===== config.mk =====
export PLATFORM = sky130hd
export DESIGN_NAME = ddr_init_seq
export DESIGN_NICKNAME = d
export VERILOG_FILES = /design/src/rtl/ddr_init_pkg.sv /design/src/rtl/ddr_init_gap_cnt.sv /design/src/rtl/ddr_init_step_tbl.sv /design/src/rtl/ddr_init_cmd_enc.sv /design/src/rtl/ddr_init_seq.sv
export SDC_FILE = /design/constraint.sdc
export NUM_CORES = 1
export LEC_CHECK = 0
export ABC_AREA = 1
export BUFFER_PORTS_ARGS = -buffer_cell sky130_fd_sc_hd__buf_2
export CAP_MARGIN = 20
export CORE_ASPECT_RATIO = 1.25
export CORE_MARGIN = 4
export CORE_UTILIZATION = 40
export CTS_CLUSTER_SIZE = 25
export DETAILED_ROUTE_END_ITERATION = 8
export GPL_ROUTABILITY_DRIVEN = 0
export SYNTH_ARGS = -nofsm -noshare
export SYNTH_HDL_FRONTEND = slang
export SYNTH_HIERARCHICAL = 1
export SYNTH_SLANG_ARGS = --single-unit

===== constraint.sdc =====
create_clock -name clk -period 2.6 [get_ports clk]
set_input_delay 0.13 -clock clk [delete_from_list [all_inputs] [get_ports clk]]
set_output_delay 0.13 -clock clk [all_outputs]
set_load 0.05 [all_outputs]

===== src/rtl/ddr_init_pkg.sv =====
`timescale 1ns/1ps
package ddr_init_pkg;

    // Sequencer steps, in the order they are performed
    typedef enum logic [3:0] {
        ST_RESET_HOLD,
        ST_CKE_HOLD,
        ST_MR2,
        ST_MR1,
        ST_MR0,
        ST_ZQCAL,
        ST_PREALL,
        ST_REFRESH,
        ST_SETTLE,
        ST_RUN
    } step_e;

    // Commands the sequencer can place on the bus
    typedef enum logic [2:0] {
        OP_NOP,
        OP_MRS,
        OP_REF,
        OP_PRE,
        OP_ZQL
    } op_e;

    typedef struct packed {
        logic cs_n;
        logic ras_n;
        logic cas_n;
        logic we_n;
    } cmd_pins_t;

    // Address bit that selects long calibration / all-bank precharge
    localparam int ALL_BIT = 10;

    function automatic int max_of(input int a, input int b);
        return (a > b) ? a : b;
    endfunction

endpackage


===== src/rtl/ddr_init_gap_cnt.sv =====
`timescale 1ns/1ps
module ddr_init_gap_cnt #(
    parameter int CNT_W   = 17,
    parameter int RST_VAL = 40000
) (
    input  logic             clk,
    input  logic             rst,
    input  logic             load,
    input  logic [CNT_W-1:0] load_val,
    output logic             zero
);

    logic [CNT_W-1:0] cnt_d, cnt_q;

    always_comb begin
        cnt_d = cnt_q;
        if (load) begin
            cnt_d = load_val;
        end else if (cnt_q != '0) begin
            cnt_d = cnt_q - 1'b1;
        end
    end

    always_ff @(posedge clk) begin
        if (rst) begin
            cnt_q <= CNT_W'(RST_VAL);
        end else begin
            cnt_q <= cnt_d;
        end
    end

    assign zero = (cnt_q == '0);

endmodule


===== src/rtl/ddr_init_step_tbl.sv =====
`timescale 1ns/1ps
module ddr_init_step_tbl
    import ddr_init_pkg::*;
#(
    parameter int BA_W       = 3,
    parameter int ADDR_W     = 14,
    parameter int CNT_W      = 17,
    parameter int T_CKE_HOLD = 100000,
    parameter int T_XPR      = 147,
    parameter int T_MRD      = 3,
    parameter int T_MOD      = 11,
    parameter int T_ZQINIT   = 512,
    parameter int T_RP       = 3,
    parameter int T_RFC      = 140,
    parameter int MR2_VAL    = 'h040,
    parameter int MR1_VAL    = 'h044,
    parameter int MR0_VAL    = 'h210
) (
    input  step_e             step,
    output step_e             next_step,
    output op_e               op,
    output logic [BA_W-1:0]   ba,
    output logic [ADDR_W-1:0] addr,
    output logic [CNT_W-1:0]  next_gap
);

    localparam logic [ADDR_W-1:0] ADDR_ALL = ADDR_W'(1 << ALL_BIT);

    // Per step: the action taken when its wait ends, and the wait of the successor
    always_comb begin
        next_step = step;
        op        = OP_NOP;
        ba        = '0;
        addr      = '0;
        next_gap  = '0;
        unique case (step)
            ST_RESET_HOLD: begin
                next_step = ST_CKE_HOLD;
                next_gap  = CNT_W'(T_CKE_HOLD);
            end
            ST_CKE_HOLD: begin
                next_step = ST_MR2;
                next_gap  = CNT_W'(T_XPR);
            end
            ST_MR2: begin
                next_step = ST_MR1;
                op        = OP_MRS;
                ba        = BA_W'(2);
                addr      = ADDR_W'(MR2_VAL);
                next_gap  = CNT_W'(T_MRD);
            end
            ST_MR1: begin
                next_step = ST_MR0;
                op        = OP_MRS;
                ba        = BA_W'(1);
                addr      = ADDR_W'(MR1_VAL);
                next_gap  = CNT_W'(T_MRD);
            end
            ST_MR0: begin
                next_step = ST_ZQCAL;
                op        = OP_MRS;
                ba        = BA_W'(0);
                addr      = ADDR_W'(MR0_VAL);
                next_gap  = CNT_W'(T_MOD);
            end
            ST_ZQCAL: begin
                next_step = ST_PREALL;
                op        = OP_ZQL;
                addr      = ADDR_ALL;
                next_gap  = CNT_W'(T_ZQINIT);
            end
            ST_PREALL: begin
                next_step = ST_REFRESH;
                op        = OP_PRE;
                addr      = ADDR_ALL;
                next_gap  = CNT_W'(T_RP);
            end
            ST_REFRESH: begin
                next_step = ST_SETTLE;
                op        = OP_REF;
                next_gap  = CNT_W'(T_RFC);
            end
            ST_SETTLE: begin
                next_step = ST_RUN;
            end
            default: begin
                next_step = ST_RUN;
            end
        endcase
    end

endmodule


===== src/rtl/ddr_init_cmd_enc.sv =====
`timescale 1ns/1ps
module ddr_init_cmd_enc
    import ddr_init_pkg::*;
(
    input  op_e       op,
    output cmd_pins_t pins
);

    always_comb begin
        pins = '{cs_n: 1'b0, ras_n: 1'b1, cas_n: 1'b1, we_n: 1'b1};
        unique case (op)
            OP_MRS:  pins = '{cs_n: 1'b0, ras_n: 1'b0, cas_n: 1'b0, we_n: 1'b0};
            OP_REF:  pins = '{cs_n: 1'b0, ras_n: 1'b0, cas_n: 1'b0, we_n: 1'b1};
            OP_PRE:  pins = '{cs_n: 1'b0, ras_n: 1'b0, cas_n: 1'b1, we_n: 1'b0};
            OP_ZQL:  pins = '{cs_n: 1'b0, ras_n: 1'b1, cas_n: 1'b1, we_n: 1'b0};
            default: pins = '{cs_n: 1'b0, ras_n: 1'b1, cas_n: 1'b1, we_n: 1'b1};
        endcase
    end

endmodule


===== src/rtl/ddr_init_seq.sv =====
`timescale 1ns/1ps
module ddr_init_seq
    import ddr_init_pkg::*;
#(
    parameter int BA_W        = 3,
    parameter int ADDR_W      = 14,
    parameter int T_RST_HOLD  = 40000,
    parameter int T_CKE_HOLD  = 100000,
    parameter int T_XPR       = 147,
    parameter int T_MRD       = 3,
    parameter int T_MOD       = 11,
    parameter int T_ZQINIT    = 512,
    parameter int T_RP        = 3,
    parameter int T_RFC       = 140,
    parameter int MR2_VAL     = 'h040,
    parameter int MR1_VAL     = 'h044,
    parameter int MR0_VAL     = 'h210
) (
    input  logic              clk,
    input  logic              rst,
    output logic              ddr_reset_n,
    output logic              ddr_cke,
    output logic              ddr_cs_n,
    output logic              ddr_ras_n,
    output logic              ddr_cas_n,
    output logic              ddr_we_n,
    output logic [BA_W-1:0]   ddr_ba,
    output logic [ADDR_W-1:0] ddr_addr,
    output logic              init_done
);

    localparam int MAX_GAP = max_of(max_of(max_of(T_RST_HOLD, T_CKE_HOLD),
                                           max_of(T_XPR, T_MRD)),
                                    max_of(max_of(T_MOD, T_ZQINIT),
                                           max_of(T_RP, T_RFC)));
    localparam int CNT_W = $clog2(MAX_GAP + 1);

    typedef struct packed {
        step_e             step;
        logic              reset_n;
        logic              cke;
        op_e               op;
        logic [BA_W-1:0]   ba;
        logic [ADDR_W-1:0] addr;
        logic              done;
    } seq_t;

    localparam seq_t SEQ_RST = '{
        step: ST_RESET_HOLD, reset_n: 1'b0, cke: 1'b0, op: OP_NOP,
        ba: '0, addr: '0, done: 1'b0
    };

    seq_t seq_d, seq_q;

    logic              gap_zero;
    logic              advance;
    step_e             tbl_next;
    op_e               tbl_op;
    logic [BA_W-1:0]   tbl_ba;
    logic [ADDR_W-1:0] tbl_addr;
    logic [CNT_W-1:0]  tbl_gap;
    cmd_pins_t         pins;

    ddr_init_step_tbl #(
        .BA_W       (BA_W),
        .ADDR_W     (ADDR_W),
        .CNT_W      (CNT_W),
        .T_CKE_HOLD (T_CKE_HOLD),
        .T_XPR      (T_XPR),
        .T_MRD      (T_MRD),
        .T_MOD      (T_MOD),
        .T_ZQINIT   (T_ZQINIT),
        .T_RP       (T_RP),
        .T_RFC      (T_RFC),
        .MR2_VAL    (MR2_VAL),
        .MR1_VAL    (MR1_VAL),
        .MR0_VAL    (MR0_VAL)
    ) u_tbl (
        .step      (seq_q.step),
        .next_step (tbl_next),
        .op        (tbl_op),
        .ba        (tbl_ba),
        .addr      (tbl_addr),
        .next_gap  (tbl_gap)
    );

    ddr_init_gap_cnt #(
        .CNT_W   (CNT_W),
        .RST_VAL (T_RST_HOLD)
    ) u_gap (
        .clk      (clk),
        .rst      (rst),
        .load     (advance),
        .load_val (tbl_gap),
        .zero     (gap_zero)
    );

    assign advance = gap_zero && (seq_q.step != ST_RUN);

    always_comb begin
        seq_d      = seq_q;
        seq_d.op   = OP_NOP;
        seq_d.ba   = '0;
        seq_d.addr = '0;
        if (advance) begin
            seq_d.step = tbl_next;
            seq_d.op   = tbl_op;
            seq_d.ba   = tbl_ba;
            seq_d.addr = tbl_addr;
            unique case (seq_q.step)
                ST_RESET_HOLD: seq_d.reset_n = 1'b1;
                ST_CKE_HOLD:   seq_d.cke     = 1'b1;
                ST_SETTLE:     seq_d.done    = 1'b1;
                default:       ;
            endcase
        end
    end

    always_ff @(posedge clk) begin
        if (rst) begin
            seq_q <= SEQ_RST;
        end else begin
            seq_q <= seq_d;
        end
    end

    ddr_init_cmd_enc u_enc (
        .op   (seq_q.op),
        .pins (pins)
    );

    assign ddr_reset_n = seq_q.reset_n;
    assign ddr_cke     = seq_q.cke;
    assign ddr_cs_n    = pins.cs_n;
    assign ddr_ras_n   = pins.ras_n;
    assign ddr_cas_n   = pins.cas_n;
    assign ddr_we_n    = pins.we_n;
    assign ddr_ba      = seq_q.ba;
    assign ddr_addr    = seq_q.addr;
    assign init_done   = seq_q.done;


    rstn_hold_chk: assert property (@(posedge clk) disable iff (rst)
        ddr_reset_n |=> ddr_reset_n)
        else $error("device reset fell without local reset");


    cke_needs_rstn_chk: assert property (@(posedge clk) disable iff (rst)
        ddr_cke |-> ddr_reset_n)
        else $error("clock enable high while device in reset");


    cke_hold_chk: assert property (@(posedge clk) disable iff (rst)
        ddr_cke |=> ddr_cke)
        else $error("clock enable dropped");


    no_cmd_cke_low_chk: assert property (@(posedge clk) disable iff (rst)
        !ddr_cke |-> {ddr_ras_n, ddr_cas_n, ddr_we_n} == 3'b111)
        else $error("command issued with clock enable low");


    done_hold_chk: assert property (@(posedge clk) disable iff (rst)
        init_done |=> init_done)
        else $error("done flag dropped");


    run_nop_only_chk: assert property (@(posedge clk) disable iff (rst)
        init_done |-> {ddr_ras_n, ddr_cas_n, ddr_we_n} == 3'b111)
        else $error("command issued after handover");


    single_cycle_cmd_chk: assert property (@(posedge clk) disable iff (rst)
        ({ddr_ras_n, ddr_cas_n, ddr_we_n} != 3'b111)
        |=> ({ddr_ras_n, ddr_cas_n, ddr_we_n} == 3'b111))
        else $error("command held more than one cycle");


    restart_chk: assert property (@(posedge clk)
        rst |=> (!ddr_reset_n && !ddr_cke && !init_done))
        else $error("outputs not returned to reset state");

endmodule


==> flow_summary.ini, run 1 <==
[run_status]
outcome = finished clean

[clock_tree]
htreeDepth = 2
cts_setup_buffers = 0
clk_latency_ns = 0.29
root_buffer = clkbuf_8
cts_resized = 0
clk_pin_slew_ns = 0.08
tritoncts = built
clk_path_buf_depth = 2
cts_hold_buf = 0
cts_buffers = 5
cts_num_sinks = 44

[pwr]
p_switching_uw = 373.3
share_seq_of_total_power_pct = 53.0
internal_power_uw = 1002
p_per_area_nw_per_um2 = 516.1
p_comb_share_pct = 14.2
swShare_pct = 27.14
vdd_drop_max_v = 0.0002018
clkPwrFrac_pct = 32.9
p_leak_uw = 0.001225

[setup_path]
worst-r2r-cell-count = 12
critPathKind = reg -> reg
cp_data_arrival_time_ns = 2.34
setup.worst_path.start_class = flip-flop
crit_end = u_gap/cnt_q[13]
r2r_setup_slack_ns = 0.43
worstReg2RegStart = u_gap/cnt_q[0]
path_max_fanout = 21
r2r-end = u_gap/cnt_q[13]
required_ns = 2.77
cp-end-kind = flip-flop
worstSetupStartpoint = u_gap/cnt_q[0]

[timing]
timing.final.ws_setup_ns = 0.4334
tightest_slew_ns = 0.6043
fin_skew_ns = 0.009143
rsz0062_at_grt = no
drv_slew = 0
hold_viol = 0
holdWs_ns = 0.2156
slew_headroom_pct = 59.57
finalSetupTns_ns = 0
clock.fmax_mhz = 461.5
setup_viol_count_final = 0
fin_crit_ns = 2.167
min_period_over_period_pct = 83.33

[worst_hold_path]
hold_start = rst
hold_class = in -> reg

[floorplan]
die_x_um = 80.60
fp-row-count = 32
dieArea_um2 = 7958
die_y_um = 98.75
coreArea_um2 = 6286
io_pins = 26
initial_core_util_pct = 41.92

[synth]
yosysSeqAreaShare_pct = 33.43
syn_inst = 379
ys_ff_latch = 44
synth.distinct_cells = 32
yosys_warnings = 6
synth_area_um2 = 2635
syn-mean-instance-area_um2 = 6.953

[layout]
drive_gt1_share_pct = 25.07
area_growth_pct = 1.140
fill_cells = 680
layout.nets = 382
antenna_cells = 0
fin_util_pct = 42.40
layout_common_cells = nand2_1, inv_1, dfxtp_1, nor2_1, nor2_2
final_common_cell = nand2_1
final_area_um2 = 2665

[global_routing]
grt_start_max_net_pins = 22
overflow = 0
grt_pass1_wl_um = 8086
antenna_found_initial = 0
grtUsageTotal_pct = 12.91
grt_pass1_vias = 1846

[drt]
routed_wl_um = 4602
initialDrtViolationCount = 104
drt_pass1_iterations = 4
routedWlPerCell_um = 9.918
drc_errors = 0
vias = 1989
vias_per_cell = 4.287
ant_nets = 0

[place]
place_ws_ns = 0.4486
placed_area_um2 = 2569
hpwl_um = 3592
io_buffers = 24

[run]
cap_viol_max_count = 0
-- registers in the layout, summed over array words and instances, names as in the netlist --
name	flops
ddr_reset_n	1
ddr_ba	3
init_done	1
seq_q	7
ddr_cke	1
u_gap/cnt_q	17
ddr_addr	14
-- metrics by stage --
stage | power [µW] | instances
after floorplan | 915.1 | 394
after global placement | 937.2 | 457
after detailed placement | 937.6 | 457
after CTS | 1401 | 464
after global routing | 1461 | 464
final | 1375 | 464
-- logic make-up (layout without fill, tap and decap cells) --
logic type | count (synthesis) | in the layout | share of synthesized area, %
AO/OA/AOI/OAI | 27 | 27 | 5.698
XOR/XNOR | 3 | 3 | 0.9973
adder cells (fa/ha/maj) | 1 | 1 | 0.4748
buffers and inverters | 106 | 91 | 22.17
flip-flops | 44 | 44 | 33.43
multiplexers | 2 | 2 | 0.7598
other | 2 | 17 | 0.2850
AND/OR/NAND/NOR | 194 | 194 | 36.18
-- power by group through the flow --
stage          registers [µW]  logic [µW]  clock network (µW)
5_1_grt                   733         231                 497
2_1_floorplan             735         180                   0
4_1_cts                   728         196                 477
3_5_place_dp              743         194                   0
3_3_place_gp              744         193                   0
6_report                  729         195                 452
-- worst max-delay path, cell delays in order (launching register included) --
cell and delay [ns]:
dfxtp_1 0.35, inv_1 0.07, ha_1 0.25, nand2_2 0.13
inv_1 0.07, nand3_2 0.11, nor2_4 0.05, inv_4 0.06
a21oi_2 0.04, inv_2 0.27, nand4_2 0.39, nand3_1 0.20
nor2_1 0.05
-- Yosys cell counts (all sizes together) --
library cell,n,area (µm²)
or2,8,50.06
buf,46,355.3
dfxtp,44,880.8
nand4,1,12.51
clkbuf,2,8.750
xor2,3,26.28
nand3b,4,30.03
ha,1,12.51
conb,2,7.510
a21oi,11,58.81
o21bai,2,15.01
nand2,80,322.8
a31oi,2,12.51
mux2i,2,20.02
o21ai,12,63.81
nand3,29,170.2
nor2,72,367.9
inv,58,220.2
-- layer usage --
layer  part of all wire, %  wire, µm  vias up  global-route usage, %
li1                      -         -     1087                      -
met5                     0         0        -                      0
met2                    49      2237       29                  22.13
met1                    45      2072      863                  15.13
met3                   3.8       175       10                  3.016
met4                   2.5       116        0                  5.592
-- area by class of cell --
cell class | count | area [µm²] | area share, %
clock buffer | 7 | 96.34 | 3.615
timing repair buffer | 26 | 135.1 | 5.070
sequential | 44 | 880.8 | 33.05
tap | 85 | 106.4 | 3.991
inverter | 58 | 220.2 | 8.263
multi-input combinational | 244 | 1226 | 46.01
-- how the worst min path moves through the flow --
stage                     depth (start not counted)  slack, ns             end
after CTS                                         2       0.21  u_gap/cnt_q[3]
final                                             2       0.22  u_gap/cnt_q[3]
after floorplan                                   1       0.20     ddr_reset_n
after detailed placement                          2       0.44     ddr_reset_n
after global routing                              2       0.22  u_gap/cnt_q[4]
after global placement                            2       0.44     ddr_reset_n
No activity file was read; power rests on OpenSTA's default activity.
==> inputs of run 2 (changes only) <==
==> constraint.sdc (replaced) <==
create_clock -name clk -period 1.9 [get_ports clk]
set_input_delay 0.095 -clock clk [delete_from_list [all_inputs] [get_ports clk]]
set_output_delay 0.095 -clock clk [all_outputs]
set_load 0.05 [all_outputs]
==> run 2 against run 1 <==
Die area did not move. Final cell count rose by 5.0%. Global-route usage is 0.42 points higher. Clock-buffer cell count down 1. Fmax is 14% higher. Non-clock buffer count is 22 higher. Worst hold slack worse by 0.043 ns. Cell area rose by 12%. Register-to-register slack got worse by 0.43 ns. Highest routed layer unchanged.
==> flow_summary.ini, run 2 (synthesized netlist as in run 1, its figures left out) <==
[pwr]
p_per_area_nw_per_um2 = 706.2
internal_power_uw = 1524
power.total_uw = 2100
vdd_drop_max_v = 0.0005533
p_comb_share_pct = 16.3
p_leak_uw = 0.001370
p_switching_uw = 576.8
swShare_pct = 27.46
share_seq_of_total_power_pct = 47.7
clkPwrFrac_pct = 36.0

[global_routing]
busiest_layer = met2
use_met1_pct = 14.86
grt_start_max_net_pins = 18
gr-usage-met3_pct = 2.742
grtUsageTotal_pct = 13.33
antenna_found_initial = 0
overflow = 0
grt_pass1_vias = 2000
grt_use_met2_pct = 24.49
grt_pass1_wl_um = 8466

[floorplan]
io_pins = 26
dieArea_um2 = 7958
initial_core_util_pct = 41.92
fp-row-count = 32
die_x_um = 80.60
coreArea_um2 = 6286
die_y_um = 98.75

[place]
place_ws_ns = 0.01952
hpwl_um = 3772
io_buffers = 24
placed_area_um2 = 2724
place_inst = 473

[drt]
initialDrtViolationCount = 73
drt_pass1_iterations = 4
routedWlPerCell_um = 10.47
routed_wl_um = 5097
drc_errors = 0
ant_nets = 0
vias_per_cell = 4.366
vias = 2126

[clock_tree]
htreeDepth = 2
clk_path_buf_depth = 2
tritoncts = built
cts_hold_buf = 0
clk_latency_ns = 0.30
clk_pin_slew_ns = 0.09
cts_num_sinks = 44
root_buffer = clkbuf_8
cts_buffers = 5

[setup_path]
path_max_fanout = 7
critPathKind = reg -> reg
setup.worst_path.start_class = flip-flop
cp-end-kind = flip-flop
required_ns = 2.14
cp_data_arrival_time_ns = 2.13

[run_status]
outcome = finished clean

[layout]
layout_common_cells = nand2_1, inv_1, dfxtp_1, nor2_1, nor2_2
final_area_um2 = 2974
area_growth_pct = 12.87
largest_register = u_gap/cnt_q
drive_gt1_share_pct = 34.08
layout.nets = 404
final_cells = 487
largest_reg_flops = 17
antenna_cells = 0
final_common_cell = nand2_1

[timing]
timing.final.ws_setup_ns = 0.005765
holdWs_ns = 0.1721
hold_viol = 0
fin_crit_ns = 1.894
setup_viol_count_final = 0
min_period_over_period_pct = 99.70
rsz0062_at_grt = yes
clock.fmax_mhz = 527.9
fin_skew_ns = 0.008870
drv_slew = 0

[worst_hold_path]
hold_class = in -> reg

[run]
cap_viol_max_count = 0
## run 2: changes by cell type in the layout (fill, tap and decap cells not counted), sizes merged
| cell | change |
|---|---|
| inv | -1 |
| buf | +22 |
| clkinv | +2 |
| bufinv | +1 |
| clkbuf | -1 |
## run 2: timing repair
action | CTS | global route
setup buffers | 0 | 6
pin swaps | 0 | 7
gates resized for setup | 1 | 25
endpoints found under the setup margin | 4 | 25
## run 2: stage by stage
step                setup TNS [ns]  utilization [%]
floorplan                  -0.1971                -
global placement                 0            43.33
detailed placement               0            43.33
CTS                              0            45.34
global route               -0.8262            47.31
finish                           0            47.31
## run 2: power groups by stage
stage	sequential (µW)	combinational (µW)	clock, µW
finish	1000	343	756
detailed placement	1010	319	0
global route	1000	391	814
floorplan	1010	262	0
global placement	1010	321	0
CTS	990	322	783
## run 2: final cells by class
cell class                      count  area, µm²
Fill cell                         646       3312
Multi-Input combinational cell    244       1311
Sequential cell                    44      889.6
Timing Repair Buffer               48      320.3
Inverter                           58      225.2
Tap cell                           85      106.4
Clock buffer                        6      82.58
Clock inverter                      2      38.79
## run 2: worst paths after layout
check / slack (ns) / to / startpoint / cells past startpoint
worst max-delay path: 0.006 / u_gap/cnt_q[8] / u_gap/cnt_q[11] / 13
worst min-delay path: 0.17 / u_gap/cnt_q[3] / rst / 2
worst max register to register: 0.006 / u_gap/cnt_q[8] / u_gap/cnt_q[11] / 13
worst min register to register: 0.45 / ddr_reset_n / ddr_reset_n / 2
## run 2: worst max-delay path, cell delays in order, from the launching register on
cell and delay (ns):
dfxtp_2 0.35, nor2_4 0.12, nand2_2 0.09, nor2_4 0.16, nand3_4 0.11, nor2_4 0.12, inv_4 0.05, a21oi_4 0.17
clkinv_4 0.09, buf_4 0.17, buf_4 0.14, nand2_2 0.08, nand2_2 0.09, nor2_2 0.10
## run 2: routing by layer
layer / up-vias / share of wire [%]
met2: 33 / 51
met5: - / 0
li1: 1124 / -
met1: 958 / 43
met3: 11 / 3.0
met4: 0 / 2.8
